[src/rtl/zcal_pkg.sv]
package zcal_pkg;

    typedef enum logic [0:0] {
        LEG_SETTLED = 1'b0,
        LEG_WAIT    = 1'b1
    } leg_state_e;

endpackage

[src/rtl/zcal_interval_timer.sv]
module zcal_interval_timer #(
    parameter int INTERVAL = 1024
) (
    input  logic clk,
    input  logic rst_n,
    output logic tick
);
    localparam int CNT_W = (INTERVAL > 1) ? $clog2(INTERVAL) : 1;
    localparam logic [CNT_W-1:0] LAST = CNT_W'(INTERVAL - 1);

    logic [CNT_W-1:0] cnt;

    always_ff @(posedge clk or negedge rst_n) begin
        if (!rst_n) begin
            cnt <= '0;
        end else if (cnt == LAST) begin
            cnt <= '0;
        end else begin
            cnt <= cnt + 1'b1;
        end
    end

    assign tick = (cnt == LAST);
endmodule

[src/rtl/zcal_leg_fsm.sv]
module zcal_leg_fsm
    import zcal_pkg::*;
#(
    parameter int CODE_W      = 6,
    parameter bit DRIVES_HIGH = 1'b0
) (
    input  logic              clk,
    input  logic              rst_n,
    input  logic              tick,
    input  logic              cmp_up,
    input  logic              cmp_dn,
    input  logic              dout,
    input  logic              oe,
    output logic [CODE_W-1:0] pend_code,
    output logic [CODE_W-1:0] app_code
);
    localparam logic [CODE_W-1:0] MID  = CODE_W'(1) << (CODE_W - 1);
    localparam logic [CODE_W-1:0] TOP  = '1;
    localparam logic [CODE_W-1:0] BOT  = '0;

    leg_state_e state, state_nx;
    logic              idle;
    logic [CODE_W-1:0] stepped;

    generate
        if (DRIVES_HIGH) begin : g_pullup
            assign idle = !oe || !dout;
        end else begin : g_pulldown
            assign idle = !oe || dout;
        end
    endgenerate

    always_comb begin
        stepped = pend_code;
        if (cmp_up && !cmp_dn && pend_code != TOP) begin
            stepped = pend_code + 1'b1;
        end else if (cmp_dn && !cmp_up && pend_code != BOT) begin
            stepped = pend_code - 1'b1;
        end
    end

    always_comb begin
        state_nx = state;
        unique case (state)
            LEG_SETTLED: if (tick && stepped != pend_code) state_nx = LEG_WAIT;
            LEG_WAIT:    if (!tick && idle)                state_nx = LEG_SETTLED;
            default:     state_nx = LEG_SETTLED;
        endcase
    end

    always_ff @(posedge clk or negedge rst_n) begin
        if (!rst_n) state <= LEG_SETTLED;
        else        state <= state_nx;
    end

    always_ff @(posedge clk or negedge rst_n) begin
        if (!rst_n) begin
            pend_code <= MID;
            app_code  <= MID;
        end else begin
            if (tick) begin
                pend_code <= stepped;
            end
            if (state == LEG_WAIT && state_nx == LEG_SETTLED) begin
                app_code <= pend_code;
            end
        end
    end
endmodule

[src/rtl/zcal_sequencer.sv]
module zcal_sequencer #(
    parameter int CODE_W   = 6,
    parameter int INTERVAL = 1024
) (
    input  logic              clk,
    input  logic              rst_n,
    input  logic              pd_up,
    input  logic              pd_dn,
    input  logic              pu_up,
    input  logic              pu_dn,
    input  logic              dout,
    input  logic              oe,
    output logic [CODE_W-1:0] pd_code,
    output logic [CODE_W-1:0] pu_code
);
    logic              eval_tick;
    logic [CODE_W-1:0] pd_pend;
    logic [CODE_W-1:0] pu_pend;

    zcal_interval_timer #(.INTERVAL(INTERVAL)) u_timer (
        .clk  (clk),
        .rst_n(rst_n),
        .tick (eval_tick)
    );

    zcal_leg_fsm #(.CODE_W(CODE_W), .DRIVES_HIGH(1'b0)) u_pd_leg (
        .clk      (clk),
        .rst_n    (rst_n),
        .tick     (eval_tick),
        .cmp_up   (pd_up),
        .cmp_dn   (pd_dn),
        .dout     (dout),
        .oe       (oe),
        .pend_code(pd_pend),
        .app_code (pd_code)
    );

    zcal_leg_fsm #(.CODE_W(CODE_W), .DRIVES_HIGH(1'b1)) u_pu_leg (
        .clk      (clk),
        .rst_n    (rst_n),
        .tick     (eval_tick),
        .cmp_up   (pu_up),
        .cmp_dn   (pu_dn),
        .dout     (dout),
        .oe       (oe),
        .pend_code(pu_pend),
        .app_code (pu_code)
    );
endmodule

[config.mk]
export PLATFORM = sky130hd
export DESIGN_NAME = zcal_sequencer
export DESIGN_NICKNAME = d
export VERILOG_FILES = /design/src/rtl/zcal_pkg.sv /design/src/rtl/zcal_interval_timer.sv /design/src/rtl/zcal_leg_fsm.sv /design/src/rtl/zcal_sequencer.sv
export SDC_FILE = /design/constraint.sdc
export NUM_CORES = 1
export LEC_CHECK = 0
export BUFFER_PORTS_ARGS = -buffer_cell sky130_fd_sc_hd__buf_2
export CAP_MARGIN = 25
export CORE_ASPECT_RATIO = 1.1
export CORE_MARGIN = 4
export CORE_UTILIZATION = 40
export CTS_CLUSTER_DIAMETER = 30
export DETAILED_ROUTE_END_ITERATION = 10
export GPL_TIMING_DRIVEN = 0
export PLACE_DENSITY_LB_ADDON = 0.2
export SLEW_MARGIN = 40
export SYNTH_ARGS = -nofsm -noshare
export SYNTH_HDL_FRONTEND = slang
export SYNTH_SLANG_ARGS = --single-unit
export TNS_END_PERCENT = 30
[constraint.sdc]
create_clock -name clk -period 2.05 [get_ports clk]
set_clock_uncertainty 0.1 [all_clocks]
set_input_delay 0.1025 -clock clk [delete_from_list [all_inputs] [get_ports clk]]
set_output_delay 0.1025 -clock clk [all_outputs]
set_load 0.01 [all_outputs]
==> results of run 1 <==
per-stage QoR:
stage          setup slack (ns)  total power, W  hold slack (ns)  instance area (um2)
2_1_floorplan             0.233        0.000800           -0.293                 1870
3_3_place_gp              0.106        0.000837            0.119                 2030
3_5_place_dp             0.0823        0.000840            0.143                 2030
4_1_cts                  0.0665         0.00135           0.0168                 2130
5_1_grt                 0.00676         0.00140           0.0486                 2160
6_report                  0.138         0.00133           0.0147                 2160
synthesized netlist by cell type, drive strengths merged (2+ instances only):
| library cell | instances | area share |
|---|---|---|
| nor3 | 2 | 0.0054 |
| a21oi | 8 | 0.030 |
| a22o | 2 | 0.0094 |
| nor3b | 2 | 0.0080 |
| buf | 4 | 0.014 |
| clkbuf | 2 | 0.0047 |
| dfrtp | 32 | 0.43 |
| or4 | 2 | 0.0080 |
| nand2b | 2 | 0.0067 |
| nand2 | 11 | 0.023 |
| and3 | 5 | 0.017 |
| xor2 | 9 | 0.042 |
| o31ai | 2 | 0.0080 |
| nor2b | 2 | 0.0067 |
| and4 | 2 | 0.0094 |
| inv | 7 | 0.014 |
| and2 | 3 | 0.010 |
| xnor2 | 8 | 0.038 |
| mux2 | 10 | 0.060 |
| nand3 | 10 | 0.030 |
| a31oi | 3 | 0.010 |
| dfstp | 4 | 0.056 |
| ha | 7 | 0.047 |
| o21ai | 7 | 0.019 |
| nor2 | 11 | 0.022 |
cell families (layout without fill, tap and decap cells):
| family | after synthesis | in the layout | synth area share |
|---|---|---|---|
| AO/OA/AOI/OAI | 32 | 32 | 0.129 |
| XOR/XNOR | 17 | 17 | 0.0798 |
| adder cells (fa/ha/maj) | 7 | 7 | 0.0469 |
| buffers and inverters | 13 | 43 | 0.0329 |
| flip-flops | 36 | 36 | 0.486 |
| multiplexers | 11 | 11 | 0.0657 |
| AND/OR/NAND/NOR | 56 | 56 | 0.160 |
what timing repair did:
action | in CTS | in global routing
endpoints found under the hold margin | 32 | 0
endpoints found under the setup margin | 0 | 10
hold buffers | 1 | 0
gates resized for setup | 0 | 4
buffers inserted | 0 | 2
layout make-up:
| class | count | area, um2 |
|---|---|---|
| multi-input cells | 123 | 910 |
| clock buffers | 8 | 90.1 |
| plain buffers | 6 | 35.0 |
| well taps | 54 | 67.6 |
| flip-flops and latches | 36 | 908 |
| repair buffers | 22 | 123 |
| fillers | 418 | 2250 |
| inverters | 7 | 26.3 |
sequential cells by signal (all words and copies together), names as in the netlist:
signal,flops
u_timer.cnt,10
u_pd_leg.app_code,6
u_pd_leg.pend_code,6
u_pu_leg.app_code,6
u_pu_leg.pend_code,6
u_pd_leg.state,1
u_pu_leg.state,1
worst max-delay path: cells and delay by family, from the launching register on:
family          cells  cell delay [ns]
compound gates      3             0.66
xor+xnor            1             0.15
fa+ha+maj           1             0.23
flops               1             0.43
simple gates        1             0.22
power by group through the flow:
stage | logic (W) | clock network (W) | registers [W]
floorplan | 0.0000519 | 0 | 0.000748
global placement | 0.0000909 | 0 | 0.000746
detailed placement | 0.0000938 | 0 | 0.000747
CTS | 0.0000957 | 0.000525 | 0.000734
global route | 0.000107 | 0.000556 | 0.000735
finish | 0.0000951 | 0.000498 | 0.000734
per-layer routing:
| metal | GRT usage | up-vias |
|---|---|---|
| li1 | - | 665 |
| met1 | 0.162 | 656 |
| met2 | 0.202 | 27 |
| met3 | 0.0378 | 7 |
| met4 | 0.0517 | 0 |
| met5 | 0 | - |
how the worst max path moves through the flow:
stage,end,slack (ns),depth (start not counted)
2_1_floorplan,u_pu_leg.app_code[0],0.23,7
3_3_place_gp,u_pd_leg.pend_code[2],0.11,6
3_5_place_dp,u_pu_leg.pend_code[3],0.08,7
4_1_cts,u_pd_leg.pend_code[2],0.07,6
5_1_grt,u_pu_leg.pend_code[5],0.007,6
6_report,u_pd_leg.pend_code[2],0.14,6
==> insert_results.sql, run 1 <==
INSERT INTO impl_metrics (metric_group, metric, value, unit) VALUES
('outcome', 'status', 'complete, no violations', ''),
('route', 'top_layer_used', 'met4', ''),
('sta', 'grt_setup_unrepaired', 'no', ''),
('worst_setup_path', 'reg2regPathDepth', '6', ''),
('route', 'met3WireLength', '148', 'um'),
('sta', 'max_freq', '0.523', 'GHz'),
('cells_and_area', 'layout_common_cells', 'dfrtp_1, buf_2, nor2_1', ''),
('cells_and_area', 'layout.nets', '216', ''),
('yosys', 'netlist_area', '0.00187', 'mm2'),
('hold_path', 'worst_hold_path.num_cells', '3', ''),
('floorplan', 'dieArea', '0.00582', 'mm2'),
('worst_setup_path', 'r2r_start', 'u_pd_leg.pend_code[1]', ''),
('grt', 'globalRoute.totalOverflow', '0', ''),
('worst_setup_path', 'timing.reg2reg.setup_slack', '0.14', 'ns'),
('floorplan', 'die_w', '73.1', 'um'),
('sta', 'timing_max_transition_violations_final', '0', ''),
('route', 'post_drt_wl_per_cell', '13.3', 'um'),
('clocking', 'cts_buffers', '5', ''),
('sta', 'relSlewSlack', '0.677', ''),
('yosys', 'dominantRegCellSynth', 'dfrtp_1', ''),
('sta', 'totalNegativeSetupSlack', '0', 'ns'),
('clocking', 'clkLatencyLatePin', '0.28', 'ns'),
('route', 'drt-pass1-iter-count', '4', ''),
('placement', 'dp_hpwl', '2480', 'um'),
('grt', 'global_route.usage.total', '0.128', ''),
('sta', 'final_critical_delay_including_setup_and_external_delays', '1.91', 'ns'),
('yosys', 'synth_cell_type_count', '46', ''),
('worst_setup_path', 'timing.critical_path.fanout_max', '6', ''),
('sta', 'slew_at_the_pin_with_the_worst_max_slew_slack', '0.479', 'ns'),
('worst_setup_path', 'worstPathRequired', '2.11', 'ns'),
('route', 'met2_length', '1620', 'um'),
('floorplan', 'fp.coreArea', '0.00441', 'mm2'),
('grt', 'antenna_found_initial', '0', ''),
('clocking', 'clkTransAtPathRegs', '0.07', 'ns'),
('worst_setup_path', 'critical_path.cell_chain', 'ha_1 -> and3_1 -> a31o_2 -> a21oi_4 -> o221ai_1 -> xnor2_1', ''),
('cells_and_area', 'post-route-util', '0.490', ''),
('placement', 'number_of_buffers_inserted_by_port_buffering', '19', ''),
('grt', 'pin_count_of_the_biggest_net_entering_global_routing', '37', ''),
('sta', 'setup-violations-final', '0', ''),
('placement', 'placed_cells_incl_taps', '245', ''),
('route', 'dr.first_iter.drc_count', '31', ''),
('yosys', 'syn_avg_cell_area', '10.8', 'um2'),
('clocking', 'tritoncts', 'done', ''),
('grt', 'global_route_wire_length_before_repair', '5910', 'um'),
('floorplan', 'die_y', '79.6', 'um'),
('route', 'routed-via-count', '1355', ''),
('worst_setup_path', 'cp_data_arrival_time', '1.98', 'ns'),
('floorplan', 'floorplan.initialDensity', '0.423', ''),
('worst_setup_path', 'critPathSlowestCell', 'dfrtp_1', ''),
('worst_setup_path', 'startpoint', 'u_pd_leg.pend_code[1]', ''),
('route', 'detail_route.wirelength', '3400', 'um'),
('route', 'vias_per_cell', '5.29', ''),
('clocking', 'cts_max_path_buffers', '2', ''),
('worst_setup_path', 'end_kind', 'flip-flop', ''),
('power', 'internal_power', '0.00104', 'W'),
('cells_and_area', 'layout.cells.most_common', 'dfrtp_1', ''),
('power', 'clkPwrFrac', '0.376', ''),
('power', 'p_switching', '0.000291', 'W'),
('yosys', 'synth-seq-cells', '36', ''),
('grt', 'grt_pass1_vias', '1352', ''),
('route', 'post-route-drc-count', '0', ''),
('hold_path', 'hp-start', 'oe', ''),
('yosys', 'seq_area_frac_synth', '0.486', ''),
('worst_setup_path', 'timing.setup.critical_path_class', 'reg2reg', ''),
('worst_setup_path', 'worst_path_largest_cell_delay', '0.43', 'ns'),
('hold_path', 'min-delay-path-class', 'in2reg', ''),
('floorplan', 'ios', '20', ''),
('cells_and_area', 'antenna_cells', '0', ''),
('clocking', 'cts.sink_count', '36', ''),
('cells_and_area', 'post_layout_nonfiller_instances', '256', ''),
('sta', 'hold_violations', '0', '');
Power figures use the tool's default switching activity.
==> inputs of run 2 (changes only) <==
Settings changed: CELL_PAD_IN_SITES_DETAIL_PLACEMENT from default to 2, CELL_PAD_IN_SITES_GLOBAL_PLACEMENT from default to 2, CORE_UTILIZATION 40 to 38.
==> insert_results.sql, run 2 (same netlist as run 1, synthesis figures left out) <==
INSERT INTO impl_metrics (metric_group, metric, value, unit) VALUES
('worst_setup_path', 'startpoint', 'u_pd_leg.pend_code[0]', ''),
('cells_and_area', 'syn_to_final_growth', '20.6', '%'),
('floorplan', 'die_w', '74.8', 'um'),
('route', 'dr.first_iter.drc_count', '54', ''),
('cells_and_area', 'post-route-util', '0.480', ''),
('route', 'detail_route.wirelength', '5250', 'um'),
('route', 'post-route-drc-count', '0', ''),
('outcome', 'status', 'complete, no violations', ''),
('cells_and_area', 'layout.nets', '220', ''),
('grt', 'pin_count_of_the_biggest_net_entering_global_routing', '37', ''),
('sta', 'final.hold.worst_slack', '0.0852', 'ns'),
('placement', 'placed_cells_incl_taps', '247', ''),
('sta', 'worst_slack', '0.0122', 'ns'),
('worst_setup_path', 'critical_path_depth', '6', ''),
('power', 'p_leak', '1.08', 'nW'),
('worst_setup_path', 'reg2regPathDepth', '6', ''),
('worst_setup_path', 'worst_path_largest_cell_delay', '0.42', 'ns'),
('power', 'pwr_density_cell', '612', 'mW/mm2'),
('grt', 'grt_use_met2', '0.360', ''),
('floorplan', 'dieArea', '0.00610', 'mm2'),
('hold_path', 'min-delay-path-class', 'in2reg', ''),
('grt', 'globalRoute.totalOverflow', '0', ''),
('cells_and_area', 'layout-drive-gt1-share', '0.325', ''),
('clocking', 'tritoncts', 'done', ''),
('worst_setup_path', 'timing.critical_path.fanout_max', '6', ''),
('route', 'routed-via-count', '1461', ''),
('floorplan', 'core.rowCount', '26', ''),
('route', 'post_drt_wl_per_cell', '20.0', 'um'),
('power', 'power_switching_share', '0.247', ''),
('route', 'count_of_nets_left_with_antenna_violations_after_detail_routing', '0', ''),
('grt', 'gr-max-usage-layer', 'met2', ''),
('grt', 'grt_pass1_vias', '1649', ''),
('sta', 'hold_violations', '0', ''),
('sta', 'setup-violations-final', '0', ''),
('floorplan', 'ios', '20', ''),
('sta', 'layout_worst_path_cycle_share', '0.994', ''),
('clocking', 'clkLatencyLatePin', '0.29', 'ns'),
('sta', 'max_freq', '0.491', 'GHz'),
('sta', 'relSlewSlack', '0.682', ''),
('cells_and_area', 'layout_common_cells', 'dfrtp_1, buf_2, nor2_1', ''),
('worst_setup_path', 'cp_data_arrival_time', '2.11', 'ns'),
('cells_and_area', 'registers.top_by_ff_count', 'u_timer.cnt', ''),
('worst_setup_path', 'timing.critical_path.to', 'u_pd_leg.pend_code[2]', ''),
('power', 'internal_power', '0.00104', 'W'),
('clocking', 'clkTransAtPathRegs', '0.07', 'ns'),
('route', 'drt-pass1-iter-count', '3', ''),
('sta', 'slew_at_the_pin_with_the_worst_max_slew_slack', '0.477', 'ns'),
('sta', 'grt_setup_unrepaired', 'yes', ''),
('grt', 'grt_util_met3', '0.0343', ''),
('cells_and_area', 'layout.filler_cells', '502', ''),
('cells_and_area', 'post_layout_nonfiller_instances', '262', ''),
('route', 'vias_per_cell', '5.58', ''),
('power', 'power_frac_comb', '0.082', ''),
('power', 'p_switching', '0.000340', 'W'),
('placement', 'worst_setup_slack_after_placement', '-0.0665', 'ns'),
('power', 'worst_ir_drop_vdd', '0.458', 'mV'),
('cells_and_area', 'layout.cells.most_common', 'dfrtp_1', ''),
('sta', 'timing_max_transition_violations_final', '0', ''),
('worst_setup_path', 'timing.reg2reg.setup_slack', '0.01', 'ns'),
('placement', 'final_weighted_congestion_of_routability_driven_global_placement', '0.800', ''),
('power', 'clkPwrFrac', '0.385', ''),
('clocking', 'clock_root_buffer', 'clkbuf_8', ''),
('floorplan', 'die_y', '81.5', 'um'),
('power', 'power.share.sequential', '0.533', ''),
('grt', 'globalRouteMet1Util', '0.202', ''),
('worst_setup_path', 'critical_path.cell_chain', 'ha_1 -> and3_1 -> a31o_4 -> a21oi_4 -> o221ai_1 -> xnor2_1', ''),
('worst_setup_path', 'worstPathRequired', '2.12', 'ns'),
('clocking', 'ctsHtreeMaxLevel', '2', ''),
('worst_setup_path', 'reg2reg_capture_point', 'u_pd_leg.pend_code[2]', ''),
('floorplan', 'floorplan.initialDensity', '0.398', ''),
('run', 'maxCapViolations', '0', ''),
('clocking', 'cts_buffers', '5', ''),
('cells_and_area', 'largest_register_ff_count', '10', ''),
('power', 'total_power', '0.00138', 'W'),
('worst_setup_path', 'critPathLaunchType', 'flip-flop', ''),
('placement', 'dp_hpwl', '3450', 'um'),
('worst_setup_path', 'r2r_start', 'u_pd_leg.pend_code[0]', ''),
('clocking', 'cts_max_path_buffers', '2', ''),
('worst_setup_path', 'end_kind', 'flip-flop', ''),
('cells_and_area', 'antenna_cells', '0', ''),
('cells_and_area', 'ff_latch_area', '910', 'um2'),
('grt', 'antenna_found_initial', '0', ''),
('grt', 'global_route.usage.total', '0.188', ''),
('grt', 'global_route_wire_length_before_repair', '8470', 'um'),
('worst_setup_path', 'critPathSlowestCell', 'dfrtp_1', ''),
('worst_setup_path', 'cpLargestDelayFamily', 'compound AO/OA/AOI/OAI gates', ''),
('sta', 'final_critical_delay_including_setup_and_external_delays', '2.04', 'ns'),
('floorplan', 'fp.coreArea', '0.00468', 'mm2'),
('worst_setup_path', 'path_buf_inv', '0', ''),
('clocking', 'cts.sink_count', '36', ''),
('placement', 'number_of_buffers_inserted_by_port_buffering', '19', ''),
('cells_and_area', 'multi_input_comb_area', '961', 'um2'),
('worst_setup_path', 'timing.setup.critical_path_class', 'reg2reg', '');
[run 2: changes by cell type in the layout (fill, tap and decap cells not counted), moves of 2 or more]
| cell | previous run | this run |
|---|---|---|
| clkinv_2 | 0 | 2 |
| a21oi_1 | 6 | 4 |
| clkbuf_1 | 3 | 1 |
| buf_4 | 3 | 8 |
[run 2: per-layer routing]
layer | vias to the layer above | part of all wire
li1 | 672 | -
met2 | 20 | 0.58
met4 | 0 | 0.025
met5 | - | 0
met1 | 756 | 0.38
met3 | 13 | 0.020
[run 2: power groups by stage]
stage | clock [W] | sequential (W) | combinational (W)
CTS | 0.000551 | 0.000734 | 0.000103
global route | 0.000583 | 0.000736 | 0.000127
global placement | 0 | 0.000746 | 0.0000942
finish | 0.000530 | 0.000734 | 0.000112
detailed placement | 0 | 0.000747 | 0.000100
floorplan | 0 | 0.000748 | 0.0000519
[run 2: worst min path at each step]
stage,cells past startpoint,to,start
after floorplan,0,u_pd_leg.app_code[0],rst_n
after global placement,1,u_pu_leg.app_code[4],rst_n
after detailed placement,1,u_pu_leg.app_code[4],rst_n
after CTS,3,u_pu_leg.state,oe
after global routing,3,u_pu_leg.state,oe
final,3,u_pu_leg.state,oe
[run 2: cell type report]
| cell class | instances | area share |
|---|---|---|
| buffer | 6 | 0.0167 |
| clock buffer | 6 | 0.0367 |
| clock inverter | 2 | 0.00445 |
| inverter | 7 | 0.0117 |
| multi-input combinational | 123 | 0.427 |
| sequential | 36 | 0.404 |
| tap | 56 | 0.0311 |
| timing repair buffer | 26 | 0.0679 |
[run 2: repair_timing]
action	CTS	global route
buffers inserted	2	4
pin swaps	1	3
hold endpoints to repair	32	0
endpoints found under the setup margin	13	21
hold buffers	1	0
gates resized for setup	5	9
[run 2: per-stage QoR]
stage / cell area, um2 / setup TNS, ns
final: 2250 / 0
after global routing: 2250 / -0.203
after CTS: 2160 / -0.0528
after detailed placement: 2030 / -0.0908
after global placement: 2030 / 0
after floorplan: 1870 / 0
[run 2: worst register-to-register path: cells and delay by family (launching register included)]
family,cells,cell delay [ns]
xor gates and xnor gates,1,0.16
and+or+nand+nor,1,0.25
adders and majority gates,1,0.25
DFF,1,0.42
AOI/OAI and AO/OA,3,0.75
